===== config.mk =====
export PLATFORM = sky130hd
export DESIGN_NAME = fp_misc_unit
export DESIGN_NICKNAME = d
export VERILOG_FILES = /design/src/rtl/fp_misc_pkg.sv /design/src/rtl/fp_misc_decode.sv /design/src/rtl/fp_misc_exec.sv /design/src/rtl/fp_misc_pipe.sv /design/src/rtl/fp_misc_unit.sv
export SDC_FILE = /design/constraint.sdc
export NUM_CORES = 1
export LEC_CHECK = 0
export BUFFER_PORTS_ARGS = -buffer_cell sky130_fd_sc_hd__buf_2
export CAP_MARGIN = 15
export CORE_UTILIZATION = 54
export DETAILED_ROUTE_END_ITERATION = 6
export PLACE_DENSITY = 0.85
export SYNTH_ARGS = -nofsm -noshare
export SYNTH_HDL_FRONTEND = slang
export SYNTH_SLANG_ARGS = --single-unit
export TNS_END_PERCENT = 5

===== constraint.sdc =====
create_clock -name clk -period 5.5 [get_ports clk]
set_input_delay 0.825 -clock clk [delete_from_list [all_inputs] [get_ports clk]]
set_output_delay 0.825 -clock clk [all_outputs]
set_load 0.02 [all_outputs]

===== src/rtl/fp_misc_pkg.sv =====
package fp_misc_pkg;
  localparam int WORD_W  = 32;
  localparam int EXP_W   = 8;
  localparam int FRAC_W  = 23;
  localparam int CLASS_W = 10;
  localparam int FLAG_W  = 5;
  localparam int FLAG_INVALID = 4;

  typedef enum logic [2:0] {
    OP_PASS,   // recognised, computed elsewhere
    OP_SGN_B,
    OP_SGN_NB,
    OP_SGN_X,
    OP_EQ,
    OP_CLASS,
    OP_ILLEGAL
  } misc_op_e;

  typedef struct packed {
    logic [WORD_W-1:0] fres;
    logic [WORD_W-1:0] ires;
    logic              err;
    logic              nan;
    logic [FLAG_W-1:0] flags;
  } misc_res_t;

  function automatic logic exp_max(input logic [WORD_W-1:0] x);
    return &x[WORD_W-2 -: EXP_W];
  endfunction

  function automatic logic is_nan(input logic [WORD_W-1:0] x);
    return exp_max(x) && (|x[FRAC_W-1:0]);
  endfunction

  function automatic logic is_snan(input logic [WORD_W-1:0] x);
    return is_nan(x) && !x[FRAC_W-1];
  endfunction

  function automatic logic [CLASS_W-1:0] class_mask(input logic [WORD_W-1:0] x);
    logic sgn, ezero, fzero;
    logic [CLASS_W-1:0] m;
    sgn   = x[WORD_W-1];
    ezero = ~|x[WORD_W-2 -: EXP_W];
    fzero = ~|x[FRAC_W-1:0];
    m = '0;
    if (exp_max(x)) begin
      if (fzero)              m[sgn ? 0 : 7] = 1'b1;
      else if (x[FRAC_W-1])   m[9] = 1'b1;
      else                    m[8] = 1'b1;
    end else if (ezero) begin
      if (fzero)              m[sgn ? 3 : 4] = 1'b1;
      else                    m[sgn ? 2 : 5] = 1'b1;
    end else begin
                              m[sgn ? 1 : 6] = 1'b1;
    end
    return m;
  endfunction

  function automatic logic fp_equal(input logic [WORD_W-1:0] a, input logic [WORD_W-1:0] b);
    if (is_nan(a) || is_nan(b)) return 1'b0;
    if ((~|a[WORD_W-2:0]) && (~|b[WORD_W-2:0])) return 1'b1;
    return a == b;
  endfunction
endpackage


===== src/rtl/fp_misc_decode.sv =====
module fp_misc_decode
  import fp_misc_pkg::*;
(
  input  logic [6:0] funct7,
  input  logic [2:0] funct3,
  input  logic [4:0] rs2,
  output misc_op_e   op
);
  logic rm_legal;
  assign rm_legal = (funct3 != 3'd5) && (funct3 != 3'd6);

  always_comb begin
    op = OP_ILLEGAL;
    case (funct7)
      7'd0, 7'd4, 7'd8, 7'd12: if (rm_legal) op = OP_PASS;
      7'd44:  if (rm_legal && rs2 == 5'd0) op = OP_PASS;
      7'd96, 7'd104: if (rm_legal && rs2[4:1] == 4'd0) op = OP_PASS;
      7'd16: begin
        case (funct3)
          3'd0:    op = OP_SGN_B;
          3'd1:    op = OP_SGN_NB;
          3'd2:    op = OP_SGN_X;
          default: op = OP_ILLEGAL;
        endcase
      end
      7'd80:  if (funct3 == 3'd2) op = OP_EQ;
      7'd112: if (funct3 == 3'd1 && rs2 == 5'd0) op = OP_CLASS;
      default: op = OP_ILLEGAL;
    endcase
  end
endmodule


===== src/rtl/fp_misc_exec.sv =====
module fp_misc_exec
  import fp_misc_pkg::*;
(
  input  misc_op_e          op,
  input  logic [WORD_W-1:0] a,
  input  logic [WORD_W-1:0] b,
  output misc_res_t         res
);
  logic [WORD_W-2:0] body;
  assign body = a[WORD_W-2:0];

  always_comb begin
    res = '0;
    case (op)
      OP_SGN_B:   res.fres = {b[WORD_W-1], body};
      OP_SGN_NB:  res.fres = {~b[WORD_W-1], body};
      OP_SGN_X:   res.fres = {a[WORD_W-1] ^ b[WORD_W-1], body};
      OP_EQ: begin
        res.ires = {{(WORD_W-1){1'b0}}, fp_equal(a, b)};
        res.flags[FLAG_INVALID] = is_snan(a) || is_snan(b);
      end
      OP_CLASS:   res.ires = {{(WORD_W-CLASS_W){1'b0}}, class_mask(a)};
      OP_ILLEGAL: res.err = 1'b1;
      default: ;
    endcase
    res.nan = is_nan(res.fres);
  end
endmodule


===== src/rtl/fp_misc_pipe.sv =====
module fp_misc_pipe #(
  parameter int LAT = 2,
  parameter int W   = 8
) (
  input  logic         clk,
  input  logic         rst_n,
  input  logic         in_valid,
  input  logic [W-1:0] in_data,
  output logic         out_valid,
  output logic [W-1:0] out_data
);
  logic [LAT-1:0] vld;
  logic [W-1:0]   dat [LAT];

  for (genvar g = 0; g < LAT; g++) begin : g_stage
    logic         v_prev;
    logic [W-1:0] d_prev;
    if (g == 0) begin : g_head
      assign v_prev = in_valid;
      assign d_prev = in_data;
    end else begin : g_body
      assign v_prev = vld[g-1];
      assign d_prev = dat[g-1];
    end

    always_ff @(posedge clk) begin
      if (!rst_n) vld[g] <= 1'b0;
      else        vld[g] <= v_prev;
    end

    always_ff @(posedge clk) begin
      if (v_prev) dat[g] <= d_prev;
    end
  end

  assign out_valid = vld[LAT-1];
  assign out_data  = dat[LAT-1];
endmodule


===== src/rtl/fp_misc_unit.sv =====
module fp_misc_unit
  import fp_misc_pkg::*;
#(
  parameter int LAT = 2
) (
  input  logic        clk,
  input  logic        rst_n,
  input  logic        in_valid,
  input  logic [31:0] in_a,
  input  logic [31:0] in_b,
  input  logic [6:0]  in_funct7,
  input  logic [2:0]  in_funct3,
  input  logic [4:0]  in_rs2,
  output logic        out_valid,
  output logic [31:0] out_fres,
  output logic [31:0] out_ires,
  output logic        out_err,
  output logic        out_nan,
  output logic [4:0]  out_flags
);
  localparam int RES_W = $bits(misc_res_t);
  localparam int AGE_W = $clog2(LAT + 1);

  misc_op_e  dec_op;
  misc_res_t exec_res;
  misc_res_t tail_res;

  fp_misc_decode u_dec (
    .funct7 (in_funct7),
    .funct3 (in_funct3),
    .rs2    (in_rs2),
    .op     (dec_op)
  );

  fp_misc_exec u_exec (
    .op  (dec_op),
    .a   (in_a),
    .b   (in_b),
    .res (exec_res)
  );

  fp_misc_pipe #(.LAT(LAT), .W(RES_W)) u_pipe (
    .clk       (clk),
    .rst_n     (rst_n),
    .in_valid  (in_valid),
    .in_data   (exec_res),
    .out_valid (out_valid),
    .out_data  (tail_res)
  );

  assign out_fres  = tail_res.fres;
  assign out_ires  = tail_res.ires;
  assign out_err   = tail_res.err;
  assign out_nan   = tail_res.nan;
  assign out_flags = tail_res.flags;

  // cycles since reset, saturating at LAT (for the latency check)
  logic [AGE_W-1:0] age_since_rst;
  always_ff @(posedge clk) begin
    if (!rst_n) age_since_rst <= '0;
    else if (age_since_rst < AGE_W'(LAT)) age_since_rst <= age_since_rst + AGE_W'(1);
  end

  assert_no_early_valid_R1: assert property (@(posedge clk) disable iff (!rst_n)
    out_valid |-> age_since_rst >= AGE_W'(LAT));

  assert_class_onehot_R4: assert property (@(posedge clk) disable iff (!rst_n)
    out_valid |-> $onehot0(out_ires));

  assert_flags_low_quiet_R6: assert property (@(posedge clk) disable iff (!rst_n)
    out_valid |-> out_flags[3:0] == 4'd0);

  assert_nan_matches_R7: assert property (@(posedge clk) disable iff (!rst_n)
    out_valid |-> out_nan == ((out_fres[30:23] == 8'hFF) && (out_fres[22:0] != 23'd0)));

  assert_illegal_empty_R9: assert property (@(posedge clk) disable iff (!rst_n)
    (out_valid && out_err) |-> (out_fres == 32'd0 && out_ires == 32'd0 && out_flags == 5'd0));
endmodule


---- After elaboration in Yosys (flattened, before gate mapping) ----
Memory sizes are Yosys's and may differ from the RTL's.
Cells that the tools add are included.
word-level totals
  output and inout port bits .............. 72
  bits in registers ....................... 2
  memories kept ........................... 1
  input bits .............................. 82
  memory bits (writable) .................. 142
  bits in latches ......................... 0
  memory bits (read-only) ................. 0
cells by class
  divide/modulo/power cells ............... 0
  multipliers ............................. 0
  eq/ne operators ......................... 20
  reduce and logical (&&, ||, !) cells .... 35
  $lt $le $gt $ge ......................... 8
  shift-type cells ........................ 0
  muxes and demuxes ....................... 43
  bitwise gates (word level) .............. 2
  $add $sub $neg .......................... 0
memory list
  name        depth  width  read ports  clocked after memory_dff  write ports  line                RTL
  u_pipe.dat  2      71     2           0                         2            fp_misc_pipe.sv:13  logic [W-1:0] dat [LAT];
operators by type and width
  cell                                                         number
  >= comparator 32 x 1 -> 1 bit, second input constant         4
  less-than comparator 32 x 6 -> 1 bit, second input constant  4
  case mux 32 bit (3 select lines)                             1
  OR reduction 23 bit                                          3
  OR reduction 31 bit                                          2
  == test 32 bit                                               1
  2-to-1 mux 10 bit                                            3
  == test 7 bit, second input constant                         4
  AND reduction 8 bit                                          3
  2-to-1 mux 1 bit                                             21
  2-to-1 mux 3 bit                                             7
  case mux 10 bit (2 select lines)                             1
  case mux 3 bit (6 select lines)                              1
  demux 1 bit (select 4 bit)                                   4
  == test 7 x 4 -> 1 bit, second input constant                2
  logical AND 1 bit                                            14
  == test 3 x 2 -> 1 bit, second input constant                3
  == test 3 bit, second input constant                         3
  case mux 3 bit (3 select lines)                              1
  2-to-1 mux 8 bit                                             1
  OR reduction 8 bit                                           1
  == test 7 x 3 -> 1 bit, second input constant                1
  == test 7 x 5 -> 1 bit, second input constant                1
  == test 7 x 6 -> 1 bit, second input constant                1
  13 further kinds                                             21

---- Depth between registers and ports, before layout ----
Gate-level depths: netlist (run 1).
  word-level depth ........................ 12
  mapped depth ............................ 7
  depth with buffers taken out ............ 6

---- Cells and area by module ----
From an unflattened synthesis (run 1), not the netlist that was laid out.
second synthesis, totals
  cells, all modules ...................... 419
  area, all modules ....................... 6184.7 µm²
by module, submodules not included
  module          cells each  area an instance (µm²)  seq. area each (µm²)  instances
  fp_misc_pipe    217         4849.7                  4304.1                1
  fp_misc_exec    170         1134.8                  0.0                   1
  fp_misc_decode  32          200.2                   0.0                   1

---- Least setup slack after synthesis (run 1) ----
No wires, ideal clock.
  kind .................................... input -> register
  start ................................... input in_rs2[4]
  end ..................................... memory u_pipe.dat[0][49] in the netlist's numbering (data pin)
  data required time ...................... 5369 ps
  path buffers ............................ 1
  slack ................................... 2814 ps
  arrival time ............................ 2555 ps
  stages on the path ...................... 7
  path through ............................ or4_1 o31ai_2 a21oi_2 a2111oi_4 and3_4 buf_4 and2_1
RTL lines
  item             line                RTL
  start, declared  fp_misc_unit.sv:13  input logic [4:0] in_rs2,
  end, declared    fp_misc_pipe.sv:13

==> impl_metrics.env, run 1 <==
export IMPL_first_global_vias=2557
export IMPL_synth_top_area_share_pct=60.8
export IMPL_cp_buffers_inverters=1
export IMPL_critPathKind="input port to flip-flop"
export IMPL_max_stage_delay_ps=430
export IMPL_p_leak_uw=0.00183
export IMPL_yosysWarnings=0
export IMPL_postCtsResizedCells=0
export IMPL_seq_area_sq_um=2740
export IMPL_port_buffers=127
export IMPL_peakVddDrop_mv=0.133
export IMPL_io_pin_count=154
export IMPL_insertedDiodeCount=0
export IMPL_finalHoldViolations=0
export IMPL_startpoint_type="input port"
export IMPL_clk_pin_slew_worst_paths_ps=80
export IMPL_status="finished clean"
export IMPL_grt_pass1_wl_microns=12600
export IMPL_synth_most_common_cell="edfxtp_1"
export IMPL_drive_gt1_share_pct=34.3
export IMPL_postCtsSetupRepairBufs=0
export IMPL_hold_class="flip-flop to flip-flop"
export IMPL_area_growth_syn_to_layout_pct=10.8
export IMPL_hold_buffers=0
export IMPL_finalSetupTns_ps=0
export IMPL_skew_ps=10.7
export IMPL_synth_flop_cell="edfxtp_1"
export IMPL_grt_max_degree=47
export IMPL_worst_slew_pin_slew_ps=1050
export IMPL_drtIter0Drc=80
export IMPL_ys_types=40
export IMPL_fin_area_sq_um=4920
export IMPL_clk_latency_ps=360
export IMPL_die_h_microns=92.7
export IMPL_routed_wl_microns=8320
export IMPL_cp_max_fo=32
export IMPL_end_kind="flip-flop"
export IMPL_period_needed_ps=2630
export IMPL_post_route_period_util_pct=47.8
export IMPL_cpMostUsedCell="a2111oi_4"
export IMPL_vias=2723
export IMPL_synth_seq_cells=92
export IMPL_cp_required_ps=5720
export IMPL_max_cap_viol_count=0
export IMPL_path_cells="buf_2 > or3_4 > a2111oi_4 > nor2_1 > a2111oi_4 > and3_4 > and3b_1"
export IMPL_fp_dieArea_sq_um=8600
export IMPL_rows=32
export IMPL_n_fill_cell=621
export IMPL_clk_path_buf_depth=2
export IMPL_crit_family="simple AND/OR/NAND/NOR gates"
export IMPL_fmax_ghz=0.380
export IMPL_cts_root_buf="clkbuf_8"
export IMPL_synthCells=335
export IMPL_start_util_pct=56.6
export IMPL_synthTopCellsByCount="edfxtp_1 (90), buf_4 (70), and2_1 (33), xnor2_1 (32), nor4_1 (17)"
export IMPL_cellPowerDensity_nw_per_um2=283
export IMPL_dieWidth_microns=92.7
export IMPL_critPathSlowestCell="and3_4"
export IMPL_yosysSeqAreaShare_pct=61.7
export IMPL_drv_slew=0
export IMPL_numCtsBuffers=9
export IMPL_netlist_area_sq_um=4450
export IMPL_synthTopCellsByArea="edfxtp_1 (61%), buf_4 (12%), xnor2_1 (6.3%)"
export IMPL_synth_area_per_cell_sq_um=13.3
export IMPL_synth_edff_count=90
export IMPL_ant_nets=0
export IMPL_worstPathArrival_ps=2850
export IMPL_dp_hpwl_microns=6300
export IMPL_multi_input_area_sq_um=1240
export IMPL_antenna_found_initial=0
export IMPL_rsz0062_at_grt="false"
export IMPL_vias_per_cell=5.11
export IMPL_htree_levels=3
export IMPL_cts_sinks=92
export IMPL_place_gp_congestion=0.917
export IMPL_dpl_cell_area_sq_um=4760
export IMPL_dr_pass1_iters=5
export IMPL_wl_per_cell_microns=15.6
export IMPL_relSlewSlack_pct=29.8
export IMPL_coreArea_sq_um=7850
export IMPL_layout_nets=508
export IMPL_setup_viol=0
export IMPL_synth_async_reset_ratio_pct=0
export IMPL_drc=0
export IMPL_grt_overflow=0
export IMPL_cts_tree="yes"
export IMPL_gr_usage_all_layers_pct=20.2
export IMPL_synth_top_area_cell="edfxtp_1"
-- area by class of cell --
cell class / count / share of cell area (%)
Sequential cell: 92 / 55.7
Multi-Input combinational cell: 194 / 25.2
Timing Repair Buffer: 127 / 12.9
Clock buffer: 11 / 2.67
Tap cell: 102 / 2.59
Clock inverter: 5 / 0.762
Inverter: 2 / 0.152
-- report_power, final --
group          switching [uW]  total, uW  internal [uW]
sequential               15.7        827            812
combinational             107        167           59.8
clock                     230        397            167
total                     353       1390           1040
-- registers in the layout, indices dropped and copies added, names as in the netlist --
register / count
u_pipe.out_valid: 1
u_pipe.dat: 90
u_pipe.g_stage.v_prev: 1
-- worst paths after layout --
path	from	endpoint	slack, ps	cells after the start
max	in_funct7[1]	u_pipe.dat[0][5]	2870	7
min	u_pipe.dat[0][69]	u_pipe.dat[0][140]	420	0
max reg2reg	u_pipe.g_stage[1].v_prev	u_pipe.dat[0][82]	4070	0
min reg2reg	u_pipe.dat[0][69]	u_pipe.dat[0][140]	420	0
-- logic make-up after synthesis --
logic type / after synthesis / synth area share [%]
xor+xnor: 33 / 6.50
other cells: 1 / 0.0844
flops: 92 / 61.7
buf+inv: 74 / 12.5
simple gates: 117 / 15.2
compound gates: 18 / 4.02
-- per-layer routing --
metal / GRT usage [%] / vias to the layer above / wire length, microns / share of wire [%]
met5: 0 / - / 0 / 0
met4: 9.49 / 0 / 233 / 2.8
met3: 6.49 / 24 / 663 / 8.0
met2: 33.7 / 141 / 4160 / 50
met1: 23.6 / 1242 / 3260 / 39
li1: - / 1316 / - / -
-- cell usage in the layout, fill, tap and decap left out, drive strengths merged, types with 8 or more instances in the layout --
master  Yosys  final
and2       33     33
buf        72    127
edfxtp     90     90
nor4       17     17
clkbuf      0     11
xnor2      32     32
nand2      13     13
nand4      13     13
nor2       15     15
conb        1     26
nor3        8      8
-- per-stage QoR --
step | hold WS [ps] | setup WS (ps) | std cells | power [uW] | utilization [%]
after global routing | 429 | 2740 | 533 | 1440 | 62.8
after global placement | 401 | 2580 | 517 | 1010 | 60.6
final | 420 | 2870 | 533 | 1390 | 62.8
after detailed placement | 405 | 2490 | 517 | 1010 | 60.6
after CTS | 420 | 2860 | 533 | 1400 | 62.8
after floorplan | 400 | 2810 | 360 | 964 | -
No activity file was read; power rests on OpenSTA's default activity.
==> inputs of run 2 (changes only) <==
--- a/config.mk
+++ b/config.mk
@@ -7,9 +7,9 @@
 export LEC_CHECK = 0
 export BUFFER_PORTS_ARGS = -buffer_cell sky130_fd_sc_hd__buf_2
 export CAP_MARGIN = 15
-export CORE_UTILIZATION = 54
+export CORE_UTILIZATION = 50
 export DETAILED_ROUTE_END_ITERATION = 6
-export PLACE_DENSITY = 0.85
+export PLACE_DENSITY = 0.8
 export SYNTH_ARGS = -nofsm -noshare
 export SYNTH_HDL_FRONTEND = slang
 export SYNTH_SLANG_ARGS = --single-unit
==> constraint.sdc (replaced) <==
create_clock -name clk -period 2.7 [get_ports clk]
set_input_delay 0.405 -clock clk [delete_from_list [all_inputs] [get_ports clk]]
set_output_delay 0.405 -clock clk [all_outputs]
set_load 0.02 [all_outputs]
==> impl_metrics.env, run 2 (same netlist as run 1, synthesis figures left out) <==
export IMPL_clk_pin_slew_worst_paths_ps=90
export IMPL_first_global_vias=2590
export IMPL_cellPowerDensity_nw_per_um2=591
export IMPL_r2r_end="u_pipe.dat[0][81]"
export IMPL_clk_latency_ps=350
export IMPL_io_pin_count=154
export IMPL_clk_path_buf_depth=2
export IMPL_port_buffers=127
export IMPL_area_growth_syn_to_layout_pct=12.1
export IMPL_htree_levels=3
export IMPL_dpl_cell_area_sq_um=4780
export IMPL_cp_buffers_inverters=1
export IMPL_period_needed_ps=2210
export IMPL_dieWidth_microns=96.3
export IMPL_cts_tree="yes"
export IMPL_crit_family="simple AND/OR/NAND/NOR gates"
export IMPL_rows=34
export IMPL_worstPathArrival_ps=2430
export IMPL_critPathKind="input port to flip-flop"
export IMPL_final_cell_mix="buf_2 (127), edfxtp_1 (90), and2_1 (33)"
export IMPL_insertedDiodeCount=0
export IMPL_place_gp_congestion=0.886
export IMPL_ant_nets=0
export IMPL_whs_ps=262
export IMPL_postCtsSetupRepairBufs=0
export IMPL_postCtsResizedCells=0
export IMPL_rsz0062_at_grt="false"
export IMPL_status="finished clean"
export IMPL_grt_overflow=0
export IMPL_ff2ff_path_depth=0
export IMPL_die_h_microns=96.3
export IMPL_worst_slew_pin_slew_ps=1070
export IMPL_path_cells="buf_2 > or4_1 > o31ai_2 > a21oi_2 > a2111oi_4 > and3_4 > and3b_1"
export IMPL_pre_cts_slack_ps=115
export IMPL_finalSetupTns_ps=0
export IMPL_numCtsBuffers=9
export IMPL_relSlewSlack_pct=28.8
export IMPL_cp_required_ps=2920
export IMPL_vias_per_cell=5.11
export IMPL_p_leak_uw=0.00187
export IMPL_vias=2757
export IMPL_finalHoldViolations=0
export IMPL_largest_reg_flops=90
export IMPL_coreArea_sq_um=8680
export IMPL_drc=0
export IMPL_fmax_ghz=0.452
export IMPL_grt_pass1_wl_microns=12600
export IMPL_end_kind="flip-flop"
export IMPL_peakVddDrop_mv=0.247
export IMPL_antenna_found_initial=0
export IMPL_gr_usage_all_layers_pct=19.1
export IMPL_startpoint_type="input port"
export IMPL_hold_start="rst_n"
export IMPL_final_common_cell="buf_2"
export IMPL_rrSetupSlack_ps=1260
export IMPL_fin_area_sq_um=4980
export IMPL_cts_sinks=92
export IMPL_critPathSlowestCell="or4_1"
export IMPL_cp_max_fo=32
export IMPL_layout_nets=509
export IMPL_drtIter0Drc=88
export IMPL_drive_gt1_share_pct=35.0
export IMPL_post_route_period_util_pct=81.9
export IMPL_setup_viol=0
export IMPL_hold_path_end="u_pipe.out_valid"
export IMPL_hold_buffers=0
export IMPL_routed_wl_microns=8530
export IMPL_cts_root_buf="clkbuf_8"
export IMPL_skew_ps=5.94
export IMPL_regMostFlops="u_pipe.dat"
export IMPL_dp_hpwl_microns=6500
export IMPL_fin_ws_ps=488
export IMPL_drv_slew=0
export IMPL_wl_per_cell_microns=15.8
export IMPL_grt_max_degree=47
export IMPL_max_stage_delay_ps=580
export IMPL_start_util_pct=51.2
export IMPL_reg2reg_from="u_pipe.g_stage[1].v_prev"
export IMPL_min_delay_path_depth=2
export IMPL_hold_class="input port to flip-flop"
export IMPL_fp_dieArea_sq_um=9270
export IMPL_dr_pass1_iters=4
export IMPL_max_cap_viol_count=0
==> run 2: changes by cell type in the layout (fill, tap and decap cells not counted) <==
| cell | previous run | this run |
|---|---|---|
| clkbuf_1 | 2 | 0 |
| bufinv_16 | 0 | 1 |
| clkbuf_8 | 9 | 10 |
| clkinvlp_4 | 2 | 0 |
| clkinv_2 | 1 | 3 |
| buf_12 | 0 | 1 |
| clkinv_4 | 0 | 1 |
| inv_6 | 2 | 1 |
==> run 2: layout make-up <==
| class | count | area, sq um |
|---|---|---|
| clock buffer | 10 | 138 |
| multi-input combinational | 194 | 1240 |
| timing repair buffer | 128 | 656 |
| inverter | 2 | 7.51 |
| fill | 765 | 3690 |
| sequential | 92 | 2740 |
| clock inverter | 6 | 62.6 |
| tap | 108 | 135 |
==> run 2: how the worst max path moves through the flow <==
stage	start	endpoint	slack (ps)	depth (start not counted)
floorplan	in_rs2[4]	u_pipe.dat[0][49]	430	7
global placement	in_rs2[4]	u_pipe.dat[0][5]	200	7
detailed placement	in_rs2[4]	u_pipe.dat[0][41]	120	7
CTS	in_rs2[4]	u_pipe.dat[0][5]	490	7
global route	in_funct7[1]	u_pipe.dat[0][5]	350	7
finish	in_rs2[4]	u_pipe.dat[0][5]	490	7
==> run 2: report_power, final <==
group,switching [uW],leakage [uW],internal [uW],total (uW)
sequential,32.4,0.000867,1650,1690
combinational,222,0.000895,125,346
clock,459,0.000106,453,912
==> run 2: stage by stage <==
| stage | utilization (%) | std cells | power [uW] |
|---|---|---|---|
| detailed placement | 55.1 | 524 | 2060 |
| global route | 57.4 | 540 | 3050 |
| finish | 57.4 | 540 | 2940 |
| floorplan | - | 360 | 1960 |
| CTS | 57.4 | 540 | 2970 |
| global placement | 55.1 | 524 | 2060 |
==> run 2: routing by layer <==
| layer | share of wire, % | vias to the layer above | track usage (%) |
|---|---|---|---|
| met5 | 0 | - | 0 |
| met4 | 2.6 | 0 | 9.31 |
| met3 | 8.7 | 18 | 5.29 |
| met2 | 51 | 126 | 32.4 |
| met1 | 38 | 1296 | 22.4 |
| li1 | - | 1317 | - |
